[src/rtl/cfg_tdm_pkg.sv]
package cfg_tdm_pkg;
  localparam int CODE_W = 3;

  // Codes 6 and 7 have no size assigned.
  function automatic logic code_reserved(input logic [CODE_W-1:0] code);
    return code > 3'd5;
  endfunction
endpackage

[src/rtl/cfg_tdm_framer.sv]
module cfg_tdm_framer #(
  parameter int FRAME_LEN  = 48,
  parameter int DATA_SLOTS = 8,
  localparam int SLOT_W = $clog2(FRAME_LEN),
  localparam int IDX_W  = $clog2(DATA_SLOTS)
) (
  input  logic             clk,
  input  logic             rst,
  input  logic             tag_zero,
  output logic             locked,
  output logic             take,
  output logic             commit,
  output logic             drop,
  output logic [IDX_W-1:0] data_idx
);
  logic              armed_q;
  logic              locked_q;
  logic [SLOT_W-1:0] slot_q;
  logic              align;
  logic              in_data;

  always_comb begin
    align    = !locked_q && tag_zero && armed_q;
    in_data  = locked_q && (slot_q < SLOT_W'(DATA_SLOTS));
    take     = align || (in_data && tag_zero);
    drop     = in_data && !tag_zero;
    data_idx = align ? '0 : slot_q[IDX_W-1:0];
    commit   = take && (data_idx == IDX_W'(DATA_SLOTS - 1));
  end

  always_ff @(posedge clk) begin
    if (rst) begin
      armed_q  <= 1'b1;
      locked_q <= 1'b0;
      slot_q   <= '0;
    end else begin
      armed_q <= !tag_zero;
      if (align) begin
        locked_q <= 1'b1;
        slot_q   <= SLOT_W'(1);
      end else if (drop) begin
        locked_q <= 1'b0;
        slot_q   <= '0;
      end else if (locked_q) begin
        slot_q <= (slot_q == SLOT_W'(FRAME_LEN - 1)) ? '0 : slot_q + SLOT_W'(1);
      end
    end
  end

  assign locked = locked_q;

  p_slot_bound_r4: assert property (@(posedge clk) disable iff (rst)
    locked_q |-> (slot_q < SLOT_W'(FRAME_LEN)));

  p_align_starts_r2: assert property (@(posedge clk) disable iff (rst)
    align |=> (locked_q && slot_q == SLOT_W'(1)));

  p_gap_keeps_lock_r4: assert property (@(posedge clk) disable iff (rst)
    (locked_q && slot_q >= SLOT_W'(DATA_SLOTS)) |=> locked_q);
endmodule

[src/rtl/cfg_tdm_shadow.sv]
module cfg_tdm_shadow #(
  parameter int WORDS      = 8,
  parameter int DW         = 32,
  parameter int FIELD_SLOT = 0,
  localparam int IDX_W = $clog2(WORDS)
) (
  input  logic                clk,
  input  logic                rst,
  input  logic                take,
  input  logic                commit,
  input  logic [IDX_W-1:0]    idx,
  input  logic [DW-1:0]       word,
  output logic [WORDS*DW-1:0] shadow_flat,
  output logic [DW-1:0]       field_word
);
  logic [DW-1:0] stage [WORDS];

  // Staging store: written one word per data slot, no reset (RAM-friendly).
  always_ff @(posedge clk) begin
    if (take) stage[idx] <= word;
  end

  for (genvar g = 0; g < WORDS; g++) begin : g_shadow
    logic [DW-1:0] sh_q;
    always_ff @(posedge clk) begin
      if (rst)         sh_q <= '0;
      else if (commit) sh_q <= (idx == IDX_W'(g)) ? word : stage[g];
    end
    assign shadow_flat[g*DW +: DW] = sh_q;
  end

  assign field_word = (idx == IDX_W'(FIELD_SLOT)) ? word : stage[FIELD_SLOT];

  p_shadow_hold_r5: assert property (@(posedge clk) disable iff (rst)
    !commit |=> $stable(shadow_flat));
endmodule

[src/rtl/cfg_size_decode.sv]
module cfg_size_decode
  import cfg_tdm_pkg::*;
#(
  parameter int OUT_W = 13,
  parameter int BASE  = 128
) (
  input  logic              clk,
  input  logic              rst,
  input  logic              load,
  input  logic [CODE_W-1:0] code,
  output logic [OUT_W-1:0]  bytes,
  output logic              reserved
);
  assign reserved = code_reserved(code);

  always_ff @(posedge clk) begin
    if (rst)                       bytes <= '0;
    else if (load && !reserved)    bytes <= OUT_W'(BASE) << code;
  end

  p_hold_reserved_r9: assert property (@(posedge clk) disable iff (rst)
    (load && reserved) |=> $stable(bytes));

  p_power_of_two_r7: assert property (@(posedge clk) disable iff (rst)
    $onehot0(bytes));
endmodule

[src/rtl/cfg_tdm_capture.sv]
module cfg_tdm_capture
  import cfg_tdm_pkg::*;
#(
  parameter int DW         = 32,
  parameter int WORDS      = 8,
  parameter int FRAME_LEN  = 48,
  parameter int FIELD_SLOT = 0,
  parameter int MPS_LSB    = 0,
  parameter int MRRS_LSB   = 3,
  parameter int BYTES_W    = 13
) (
  input  logic                clk,
  input  logic                rst,
  input  logic [1:0]          fn_tag,
  input  logic [DW-1:0]       cfg_word,
  output logic [WORDS*DW-1:0] shadow_words,
  output logic [BYTES_W-1:0]  mps_bytes,
  output logic [BYTES_W-1:0]  mrrs_bytes,
  output logic                cfg_valid,
  output logic                size_err
);
  localparam int IDX_W = $clog2(WORDS);

  logic             locked, take, commit, drop;
  logic [IDX_W-1:0] data_idx;
  logic [DW-1:0]    field_word;
  logic             mps_res, mrrs_res;

  cfg_tdm_framer #(.FRAME_LEN(FRAME_LEN), .DATA_SLOTS(WORDS)) u_framer (
    .clk(clk), .rst(rst), .tag_zero(fn_tag == 2'b00),
    .locked(locked), .take(take), .commit(commit), .drop(drop),
    .data_idx(data_idx)
  );

  cfg_tdm_shadow #(.WORDS(WORDS), .DW(DW), .FIELD_SLOT(FIELD_SLOT)) u_shadow (
    .clk(clk), .rst(rst), .take(take), .commit(commit), .idx(data_idx),
    .word(cfg_word), .shadow_flat(shadow_words), .field_word(field_word)
  );

  cfg_size_decode #(.OUT_W(BYTES_W)) u_mps (
    .clk(clk), .rst(rst), .load(commit),
    .code(field_word[MPS_LSB +: CODE_W]), .bytes(mps_bytes), .reserved(mps_res)
  );

  cfg_size_decode #(.OUT_W(BYTES_W)) u_mrrs (
    .clk(clk), .rst(rst), .load(commit),
    .code(field_word[MRRS_LSB +: CODE_W]), .bytes(mrrs_bytes), .reserved(mrrs_res)
  );

  always_ff @(posedge clk) begin
    if (rst) begin
      cfg_valid <= 1'b0;
      size_err  <= 1'b0;
    end else begin
      if (drop)        cfg_valid <= 1'b0;
      else if (commit) cfg_valid <= 1'b1;
      if (commit)      size_err  <= mps_res || mrrs_res;
    end
  end

  p_valid_locked_r6: assert property (@(posedge clk) disable iff (rst)
    cfg_valid |-> locked);

  p_valid_after_commit_r5: assert property (@(posedge clk) disable iff (rst)
    $rose(cfg_valid) |-> $past(commit));

  p_drop_clears_valid_r6: assert property (@(posedge clk) disable iff (rst)
    drop |=> !cfg_valid);
endmodule

[config.mk]
export PLATFORM = sky130hd
export DESIGN_NAME = cfg_tdm_capture
export DESIGN_NICKNAME = d
export VERILOG_FILES = /design/src/rtl/cfg_tdm_pkg.sv /design/src/rtl/cfg_tdm_framer.sv /design/src/rtl/cfg_tdm_shadow.sv /design/src/rtl/cfg_size_decode.sv /design/src/rtl/cfg_tdm_capture.sv
export SDC_FILE = /design/constraint.sdc
export NUM_CORES = 1
export LEC_CHECK = 0
export BUFFER_PORTS_ARGS = -buffer_cell sky130_fd_sc_hd__buf_2
export CAP_MARGIN = 25
export CORE_AREA = 2 2 242 244
export DETAILED_ROUTE_END_ITERATION = 7
export DIE_AREA = 0 0 244 246
export PLACE_DENSITY = 0.46
export RECOVER_POWER = 50
export SYNTH_ARGS = -nofsm -noshare
export SYNTH_HDL_FRONTEND = slang
export SYNTH_SLANG_ARGS = --single-unit
[constraint.sdc]
create_clock -name clk -period 9.04 [get_ports clk]
set_clock_uncertainty 0.15 [all_clocks]
set_input_delay 0.904 -clock clk [delete_from_list [all_inputs] [get_ports clk]]
set_output_delay 0.904 -clock clk [all_outputs]
set_load 0.02 [all_outputs]
After elaboration in Yosys (flattened, before gate mapping). Memories as Yosys holds them, arrays and structs flattened. A register that Yosys moved wholly into a read port is not among the register bits. Index checks and enable logic that the tools add are counted.

Bits of input ports: 36. Memory bits (writable): 256. Output and inout port bits: 284. Register bits: 68. Memories kept: 1.

Magnitude comparators: 3. $add $sub $neg: 1. Reductions and logical operators: 20. Multiplexer cells: 10. Shift operators: 2. Eq/ne operators: 2.

Memory list: u_shadow.stage (words 8, bits a word 32, read ports 8, clocked after Yosys merged registers in 7, write ports 1, line cfg_tdm_shadow.sv:16) `logic [DW-1:0] stage [WORDS];`.

Operators with widths (count): $mux 32 (1); $shl 8x3->13 const A (2); $logic_and 1x1->1 (8); $mux 1 (7); $add 6x1->6 const B (1); $eq 6x6->1 const B (1); $gt 3x3->1 const B (2); $lt 6x4->1 const B (1); $mux 6 (1); $logic_not 1->1 (4); $eq 3x3->1 const B (1); $logic_not 3->1 (1); $mux 3 (1); $reduce_bool 3->1 (1); $reduce_or 3->1 (1); $logic_not 2->1 (1); $logic_or 1x1->1 (2); $reduce_bool 2->1 (1); $reduce_or 2->1 (1).

Logic depth before layout (Yosys ltp). Gate-level depths: netlist of run 1.

Depth in word-level cells: 9. Depth in mapped cells: 9. Gate-level depth less buffers: 5.

Hierarchy. From an unflattened synthesis of run 1, not the netlist that was laid out.

Cell total of the unflattened synthesis: 1903. Area, all modules: 20276.9 um^2.

Modules (own cells, without submodules): cfg_tdm_shadow (times used 1, sequential area each 12812.3 um^2, cells each 1775, area each 19098.3 um^2); cfg_size_decode (times used 2, sequential area each 120.1 um^2, cells each 35, area each 331.6 um^2); cfg_tdm_framer (times used 1, sequential area each 160.2 um^2, cells each 50, area each 447.9 um^2); cfg_tdm_capture (times used 1, sequential area each 40.0 um^2, cells each 8, area each 67.6 um^2).

Worst setup path before layout of run 1. No wires, ideal clock.

Kind: input port to flip-flop. From: input port fn_tag[1]. To: memory u_shadow.stage[3][0] (enable). Required time: 8.388 ns. Arrival: 4.390 ns. Setup slack: 3.998 ns. Setup time: 0.502 ns. Buffers on the path: 0. Cell stages on the path: 3. Cells stage by stage: nor2_1 > nand2_1 > nor4_1.

Longest elaborated chain between the ends: 6. Elaborated cells on any way between the ends: 8. Classes of those cells: 3 x mux; 5 x reduce/logical.

Ends and longest elaborated chain: start: declaration (line cfg_tdm_capture.sv:14) `input logic [1:0] fn_tag,`; $logic_not 2->1 * (line cfg_tdm_capture.sv:30) `.clk(clk), .rst(rst), .tag_zero(fn_tag == 2'b00),`; $logic_and 1x1->1 (2 in a row) (line cfg_tdm_framer.sv:23) `align = !locked_q && tag_zero && armed_q;`; $logic_or 1x1->1 (line cfg_tdm_framer.sv:25) `take = align || (in_data && tag_zero);`; $mux 1 (line cfg_tdm_shadow.sv:20) `if (take) stage[idx] <= word;`; $mux 1 (implied by the code) (line cfg_tdm_shadow.sv:20); end: declaration (line cfg_tdm_shadow.sv:16).

Every way passes the cells marked *; elsewhere a longest branch is shown, timed or not.

==> results of run 1 <==
## critical path, delay by kind of cell
family,cells,cell delay [ns]
AOI/OAI and AO/OA,2,0.59
buffers and inverters,2,3.96
## area by class of cell
cell class / count / area [sq um] / area share (%)
repair buffers: 319 / 1324 / 6.441
diodes: 5 / 12.51 / 0.06088
clock buffers: 87 / 1689 / 8.218
well taps: 765 / 957.2 / 4.657
clock inverters: 13 / 72.57 / 0.3531
inverters: 5 / 26.28 / 0.1278
flip-flops and latches: 502 / 12290 / 59.80
multi-input cells: 894 / 4180 / 20.34
## cell usage after synthesis, types with 2 or more instances
cell	n	area, sq um
a21oi_1	231	1156
edfxtp_1	224	6726
buf_6	16	180.2
mux2i_1	2	20.02
o21ai_0	7	35.03
nand3b_1	2	15.01
xor2_1	2	17.52
or3_1	5	31.28
a22o_1	3	26.28
buf_1	2	7.510
buf_4	16	120.1
or4_1	2	15.01
nand3_1	2	10.01
nand4_1	3	18.77
nor2b_1	3	18.77
clkbuf_1	43	161.4
a32o_1	8	80.08
nand2_1	465	1745
o32ai_2	2	32.53
inv_1	4	15.01
nor3_1	54	270.3
a31oi_4	2	42.54
nand4b_1	3	26.28
dfxtp_1	278	5565
nor2_1	49	183.9
buf_2	35	175.2
a211oi_1	2	15.01
a311oi_1	5	43.79
## per-layer routing
| metal | global-route usage [%] | up-vias | part of all wire [%] |
|---|---|---|---|
| met5 | 0 | - | 0 |
| met4 | 4.609 | 0 | 1.9 |
| met3 | 4.237 | 63 | 6.4 |
| met2 | 25.42 | 304 | 46 |
| met1 | 21.13 | 5605 | 46 |
| li1 | - | 5675 | - |
## kinds of logic after synthesis
logic type,after synthesis
AOI/OAI and AO/OA,273
muxes,3
other,1
DFF,502
buffers and inverters,117
xor gates and xnor gates,3
and+or+nand+nor,600
adders and majority gates,1
## where the power goes
part	internal [W]	switching (W)
clock	0.00127	0.000897
sequential	0.00238	0.00000699
combinational	0.0000224	0.000102
total	0.00368	0.00101
## how the worst max path moves through the flow
stage | startpoint | to | slack [ns] | cells after the start
2_1_floorplan | fn_tag[1] | u_shadow.stage[3][0] | 4.00 | 3
3_3_place_gp | fn_tag[1] | shadow_words[51] | 4.75 | 7
3_5_place_dp | fn_tag[1] | shadow_words[212] | 4.74 | 7
4_1_cts | fn_tag[1] | u_shadow.g_shadow[0].sh_q[23] | 5.36 | 7
5_1_grt | rst | u_framer.slot_q[0] | 3.29 | 4
6_report | rst | u_framer.slot_q[0] | 3.89 | 4
## sequential cells by signal, summed over array words and instances, names as in the netlist
signal and cells:
cfg_valid 1, shadow_words 224, size_err 1, u_framer.armed_q 1, u_framer.locked 1, u_framer.slot_q 6, u_mps.bytes 6, u_mrrs.bytes 6
u_shadow.g_shadow.sh_q 32, u_shadow.stage 224
## stage by stage
step / instances / hold slack [ns] / cell area [sq um]
2_1_floorplan: 1513 / 0.3212 / 17080
3_3_place_gp: 2481 / 0.2905 / 19090
3_5_place_dp: 2483 / 0.2932 / 19130
4_1_cts: 2583 / 0.3016 / 20900
5_1_grt: 2585 / 0.3150 / 20540
6_report: 2590 / 0.3025 / 20550
==> key figures, run 1 <==
Logic synthesis
  – Ys Warns: 0
  – FFs w/ async S/R, synth: 0%
  – Mapped Area: 17,040 sq um
  – Avg Inst Size Synth: 11.36 sq um
  – Largest family of logic cells by synthesized area: simple AND/OR/NAND/NOR gates
  – Synth Area in XOR/XNOR: 0.1542%
  – Cell variety after synth: 58
  – Seq/Total Area, Yosys: 72.16%
  – EDFF count, synth: 224
  – Area share of and/or/nand/nor cells after synthesis: 14.40%
  – Synth Area in Adders: 0.07345%
  – Top_reg_cell synth: dfxtp_1
  – Synthesized instance count: 1,500
  – Mux cell area share after synthesis: 0.2057%
  – Post-synthesis compound-gate area fraction: 9.093%
  – Flops & latches, synth: 502

Route
  – 1st-pass router iterations: 5
  – DRT Wirelength: 49,250 um
  – Vias per cell: 4.497
  – Final ANT Viol Nets: 0
  – WL per Instance: 19.02 um
  – DRC viols: 0
  – Via count: 11.65k
  – 1st-iter DRT viols: 561

Finish
  – Final design utilization: 35.83%
  – Area growth syn-to-layout: 20.65%
  – Final #Nets: 1,812
  – Most frequent cells in the layout: 465 x nand2_1, 314 x clkbuf_1, 278 x dfxtp_1
  – Most common cell after layout, fill and taps aside: nand2_1
  – Layout cell share with drive strength beyond 1: 6.758%
  – # fillers: 5,855

Power
  – Leak: 6.383 nW
  – Pwr Total: 0.004685 W
  – Peak VDD IR: 0.0001288 V
  – Power per cell area: 227.9 nW/um^2

CTS
  – Root Driver: clkbuf_16
  – Cts hold-fix bufs: 0
  – CTS tree: built
  – Post_cts resized: 0
  – Clock buffer depth: 3
  – Reg clk slew, reported paths: 0.06 ns
  – Clock latency at the later pin of the worst-skew pair: 0.59 ns
  – H-Tree Depth: 2
  – Sink Count: 502
  – TritonCTS buffer count: 53
  – Number of post-CTS setup repair buffers: 0

Min path
  – Hold endpoint: shadow_words[160]
  – Hold Crit Class: flip-flop to flip-flop
  – Worst hold start: shadow_words[160]
  – Hold-critical path depth: 2

Run status
  – Failing checks: capacitance limit, slew limit
  – Status: finished with violations

STA
  – Fin crit period: 5.151 ns
  – Pins Over Slew Limit: 93
  – Post-Route Setup TNS: 0 ns
  – Highest clock rate: 194.1 MHz
  – Final hold violation count: 0
  – Final period utilization: 56.98%
  – RSZ-0062 raised after global routing: no
  – # setup viols final: 0
  – Relative slew margins: -201.4%
  – Final worst slack: 3.889 ns
  – Slew at the pin closest to its max-slew limit: 4.522 ns

Worst setup path
  – Critical path arrival: 5.48 ns
  – CP cell instances: clkbuf_1, inv_1, o31a_1, a32o_1
  – Slowest cell on crit path: clkbuf_1
  – CP Data Required Time: 9.37 ns
  – Crit. End Element: flip-flop
  – Flop2flop setup slack: 5.31 ns
  – Reg2reg end: u_shadow.g_shadow[0].sh_q[23]
  – Reg2reg start: u_framer.locked
  – Setup Crit Path Kind: input pin to flip-flop
  – Worst setup SP type: input pin
  – Reg2reg path depth: 6
  – Maximum fanout along the worst path: 92
  – Slowest stage delay, CP: 3.12 ns

Die
  – Core Region: 57,370 sq um
  – Chip Width: 244 um
  – Die H: 246 um
  – # rows: 88
  – Full die area: 60,020 sq um
  – Initial Util: 29.70%
  – Num ports: 320

Global routing
  – Number of global-route vias before repair: 11.25k
  – First-pass GRT wire length: 71,970 um
  – All-Layer GR Usage: 15.89%
  – Total gr overflow: 0
  – Initial antenna violation count: 6
  – Largest net degree at the start of global routing: 215

Placed design
  – RePlAce Congestion: 0.7416
  – DP Worst Slack: 4.743 ns
  – # port buffers: 305
  – Hpwl dp: 29,940 um

Job
  – Max Cap Violations: 1
No activity file was read; power rests on OpenSTA's default activity.
==> run 2, diff against run 1 <==
--- a/config.mk
+++ b/config.mk
@@ -5,11 +5,12 @@
 export SDC_FILE = /design/constraint.sdc
 export NUM_CORES = 1
 export LEC_CHECK = 0
+export ABC_AREA = 1
 export BUFFER_PORTS_ARGS = -buffer_cell sky130_fd_sc_hd__buf_2
 export CAP_MARGIN = 25
-export CORE_AREA = 2 2 242 244
+export CORE_AREA = 2 2 241 243
 export DETAILED_ROUTE_END_ITERATION = 7
-export DIE_AREA = 0 0 244 246
+export DIE_AREA = 0 0 243 245
 export PLACE_DENSITY = 0.46
 export RECOVER_POWER = 50
 export SYNTH_ARGS = -nofsm -noshare
==> constraint.sdc (replaced) <==
create_clock -name clk -period 5 [get_ports clk]
set_clock_uncertainty 0.15 [all_clocks]
set_input_delay 0.5 -clock clk [delete_from_list [all_inputs] [get_ports clk]]
set_output_delay 0.5 -clock clk [all_outputs]
set_load 0.02 [all_outputs]
==> run 2 against run 1 <==
  * Critical endpoint is now shadow_words[61]
  * Routed wire length is 7.9% higher
  * Power is 82% higher
  * Non-clock buffer count is 3 higher
  * Via count is 1.5% higher
  * The run still ends with capacitance limit, slew limit left
==> key figures, run 2 <==
Global routing
  – Total gr overflow: 0 (unchanged)
  – First-pass GRT wire length: 76,010 um (+5.6%)
  – All-Layer GR Usage: 17.33% (+1.4 points)
  – Number of global-route vias before repair: 11.15k (-0.93%)
  – Largest net degree at the start of global routing: 226 (+5.1%)
  – Initial antenna violation count: 9 (+3)

Worst setup path
  – Reg2reg path depth: 8 (+2)
  – Critical path arrival: 4.05 ns (-1.43 ns)
  – Top cell family by delay on the critical path: buffers and inverters
  – Crit. End Element: flip-flop
  – Flop2flop setup slack: 1.52 ns (-3.79 ns)
  – Setup crit end: shadow_words[61]
  – Maximum fanout along the worst path: 225 (+140%)
  – CP bufs+invs: 4 (+2)
  – Slowest stage delay, CP: 0.73 ns (-2.39 ns)
  – Slowest cell on crit path: buf_4
  – Reg2reg end: shadow_words[61]
  – Setup Crit Path Kind: input pin to flip-flop
  – Crit path from: fn_tag[0]
  – Worst setup SP type: input pin
  – CP cell instances: dlygate4sd3_1, buf_2, nor2_1, nand3_2, nor3_4, buf_12, buf_4, o21ai_0, a21oi_1
  – CP Depth: 9 (+5)
  – Reg2reg start: u_framer.locked
  – CP Data Required Time: 5.38 ns (-3.99 ns)

Die
  – Core Region: 57,030 sq um (-0.58%)
  – Chip Width: 243 um (-0.41%)
  – Full die area: 59,540 sq um (-0.81%)
  – # rows: 88 (unchanged)
  – Initial Util: 29.61% (-0.085 points)
  – Die H: 245 um (-0.41%)
  – Num ports: 320 (unchanged)

STA
  – Highest clock rate: 273.0 MHz
  – Slew at the pin closest to its max-slew limit: 2.387 ns (-2.135 ns)
  – # setup viols final: 0 (unchanged)
  – RSZ-0062 raised after global routing: no
  – Final period utilization: 73.25%
  – Final worst slack: 1.337 ns (-2.552 ns)
  – Final hold violation count: 0 (unchanged)
  – Post-Route Setup TNS: 0 ns (unchanged)
  – Relative slew margins: -59.14% (+140 points)
  – Fin crit period: 3.663 ns
  – Pins Over Slew Limit: 142 (+53%)
  – Hold Slack: 0.2778 ns (-0.02474 ns)

Power
  – Leak: 7.348 nW (+15%)
  – Pint: 0.006664 W (+81%)
  – Net Sw Frac: 21.92% (+0.45 points)
  – Power per cell area: 416.2 nW/um^2 (+83%)
  – Combinational Power Share: 2.7% (about the same)
  – Sw power: 0.001871 W (+86%)
  – Peak VDD IR: 0.0002734 V (+110%)
  – Pwr Total: 0.008535 W (+82%)
  – Register share of total power: 50.6% (-0.4 points)
  – Clock Power Share: 46.7% (+0.4 points)

Run status
  – Status: finished with violations
  – Failing checks: capacitance limit, slew limit

Min path
  – Hold Crit Class: input pin to flip-flop

Route
  – Via count: 11.82k (+1.5%)
  – Final ANT Viol Nets: 0 (unchanged)
  – DRT Wirelength: 53,150 um (+7.9%)
  – 1st-pass router iterations: 4 (-1)
  – Vias per cell: 4.501 (about the same)
  – WL per Instance: 20.24 um (+6.4%)
  – 1st-iter DRT viols: 816 (+45%)
  – DRC viols: 0 (unchanged)

CTS
  – H-Tree Depth: 2 (unchanged)
  – Clock buffer depth: 3 (unchanged)
  – Number of post-CTS setup repair buffers: 0 (unchanged)
  – CTS tree: built
  – Clock latency at the later pin of the worst-skew pair: 0.61 ns (+0.02 ns)
  – TritonCTS buffer count: 54 (+1.9%)
  – Sink Count: 502 (unchanged)
  – Root Driver: clkbuf_16
  – Reg clk slew, reported paths: 0.06 ns (about the same)

Logic synthesis
  – Mapped Area: 16,890 sq um (-0.86%)
  – Synth area leader: edfxtp_1
  – Flops & latches, synth: 502 (unchanged)
  – FFs w/ async S/R, synth: 0% (unchanged)
  – Top_reg_cell synth: dfxtp_1
  – Cell variety after synth: 29 (-50%)
  – Avg Inst Size Synth: 11.02 sq um (-3.0%)
  – EDFF count, synth: 224 (unchanged)
  – Top cells by count, synth: 323 x nor2_1, 278 x dfxtp_1, 239 x o21ai_0, 224 x edfxtp_1, 146 x nand2_1
  – Most frequent cell after synthesis: nor2_1
  – Post-synth top area share: 39.83% (+0.34 points)
  – Seq/Total Area, Yosys: 72.78% (+0.63 points)
  – Top post-synthesis cells by area: edfxtp_1 40%, dfxtp_1 33%, nor2_1 7.2%, o21ai_0 7.1%, a21oi_1 3.6%
  – Synthesized instance count: 1,533 (+2.2%)
  – Ys Warns: 0 (unchanged)

Finish
  – Area growth syn-to-layout: 21.42%
  – Final design utilization: 35.95% (+0.12 points)
  – Most common cell after layout, fill and taps aside: nor2_1
  – Final #Nets: 1,850 (+2.1%)
  – Most frequent cells in the layout: 321 x nor2_1, 318 x clkbuf_1, 278 x dfxtp_1
  – Layout cell share with drive strength beyond 1: 6.455% (-0.30 points)

Placed design
  – Hpwl dp: 32,120 um (+7.3%)
  – # port buffers: 305 (unchanged)
  – DP Worst Slack: 1.547 ns (-3.197 ns)
  – RePlAce Congestion: 0.7670 (+3.4%)

Job
  – Max Cap Violations: 1 (unchanged)
[run 2: cell types whose count changed in the layout (fill, tap and decap cells not counted), sizes merged, moves of 5 or more]
cell	delta
a21oi	-112
a311oi	-5
a32o	-8
clkbuf	-5
clkinv	+6
inv	+22
nand2	-317
nand3	+21
nor2	+278
nor3	-50
o21ai	+250
or3	-5
[run 2: cell families (layout without fill, tap and decap cells)]
kind of cell,Yosys count,in the layout,share of synthesized area [%]
AO/OA/AOI/OAI,380,380,11.32
XOR/XNOR,2,2,0.1037
adder cells (fa/ha/maj),1,1,0.07407
buffers and inverters,138,451,3.793
flip-flops,502,502,72.78
other,1,16,0.02220
AND/OR/NAND/NOR,509,509,11.91
[run 2: layout make-up]
| type | instances | area, sq um |
|---|---|---|
| clock inverters | 24 | 215.2 |
| diodes | 2 | 5.005 |
| repair buffers | 322 | 1330 |
| flip-flops and latches | 502 | 12290 |
| inverters | 27 | 112.6 |
| well taps | 765 | 957.2 |
| multi-input cells | 906 | 4040 |
| clock buffers | 78 | 1554 |
| fillers | 5878 | 36530 |
[run 2: worst min-delay path by stage]
stage,cells past startpoint,startpoint,end,slack (ns)
floorplan,2,u_shadow.stage[3][4],shadow_words[100],0.30
global placement,2,u_mrrs.bytes[8],u_mrrs.bytes[8],0.30
detailed placement,2,shadow_words[213],shadow_words[213],0.30
CTS,1,cfg_word[29],u_shadow.stage[3][29],0.12
global route,1,cfg_word[26],u_shadow.stage[4][26],0.31
finish,4,fn_tag[1],u_framer.locked,0.28
[run 2: tightest hold or removal path, cell delays in order]
cell and delay [ns]:
buf_2 0.07, nor2_1 0.09, nand2_2 0.19, a21oi_1 0.11
[run 2: what timing repair did]
action                                 in CTS  in global routing
setup endpoints to repair                   0                  0
endpoints found under the hold margin       1                  0
gates resized for setup                     0                  0
hold buffers                                2                  0
[run 2: stage by stage]
stage / area (sq um) / cells
final: 20510 / 2626
after CTS: 20860 / 2623
after global routing: 20500 / 2624
after floorplan: 16940 / 1546
after detailed placement: 19070 / 2519
after global placement: 19050 / 2518
[run 2: power groups by stage]
stage               clock network [W]  registers (W)  logic, W
floorplan                           0        0.00441  0.000111
finish                        0.00398        0.00432  0.000230
global route                  0.00424        0.00432  0.000254
global placement                    0        0.00441  0.000238
CTS                           0.00410        0.00432  0.000240
detailed placement                  0        0.00441  0.000239
[run 2: metal layers]
metal / track usage [%] / vias up / wire, um
met3: 5.084 / 75 / 3623
met4: 4.818 / 0 / 1124
met1: 22.45 / 5670 / 23520
met2: 28.18 / 319 / 24880
met5: 0 / - / 0
li1: - / 5755 / -
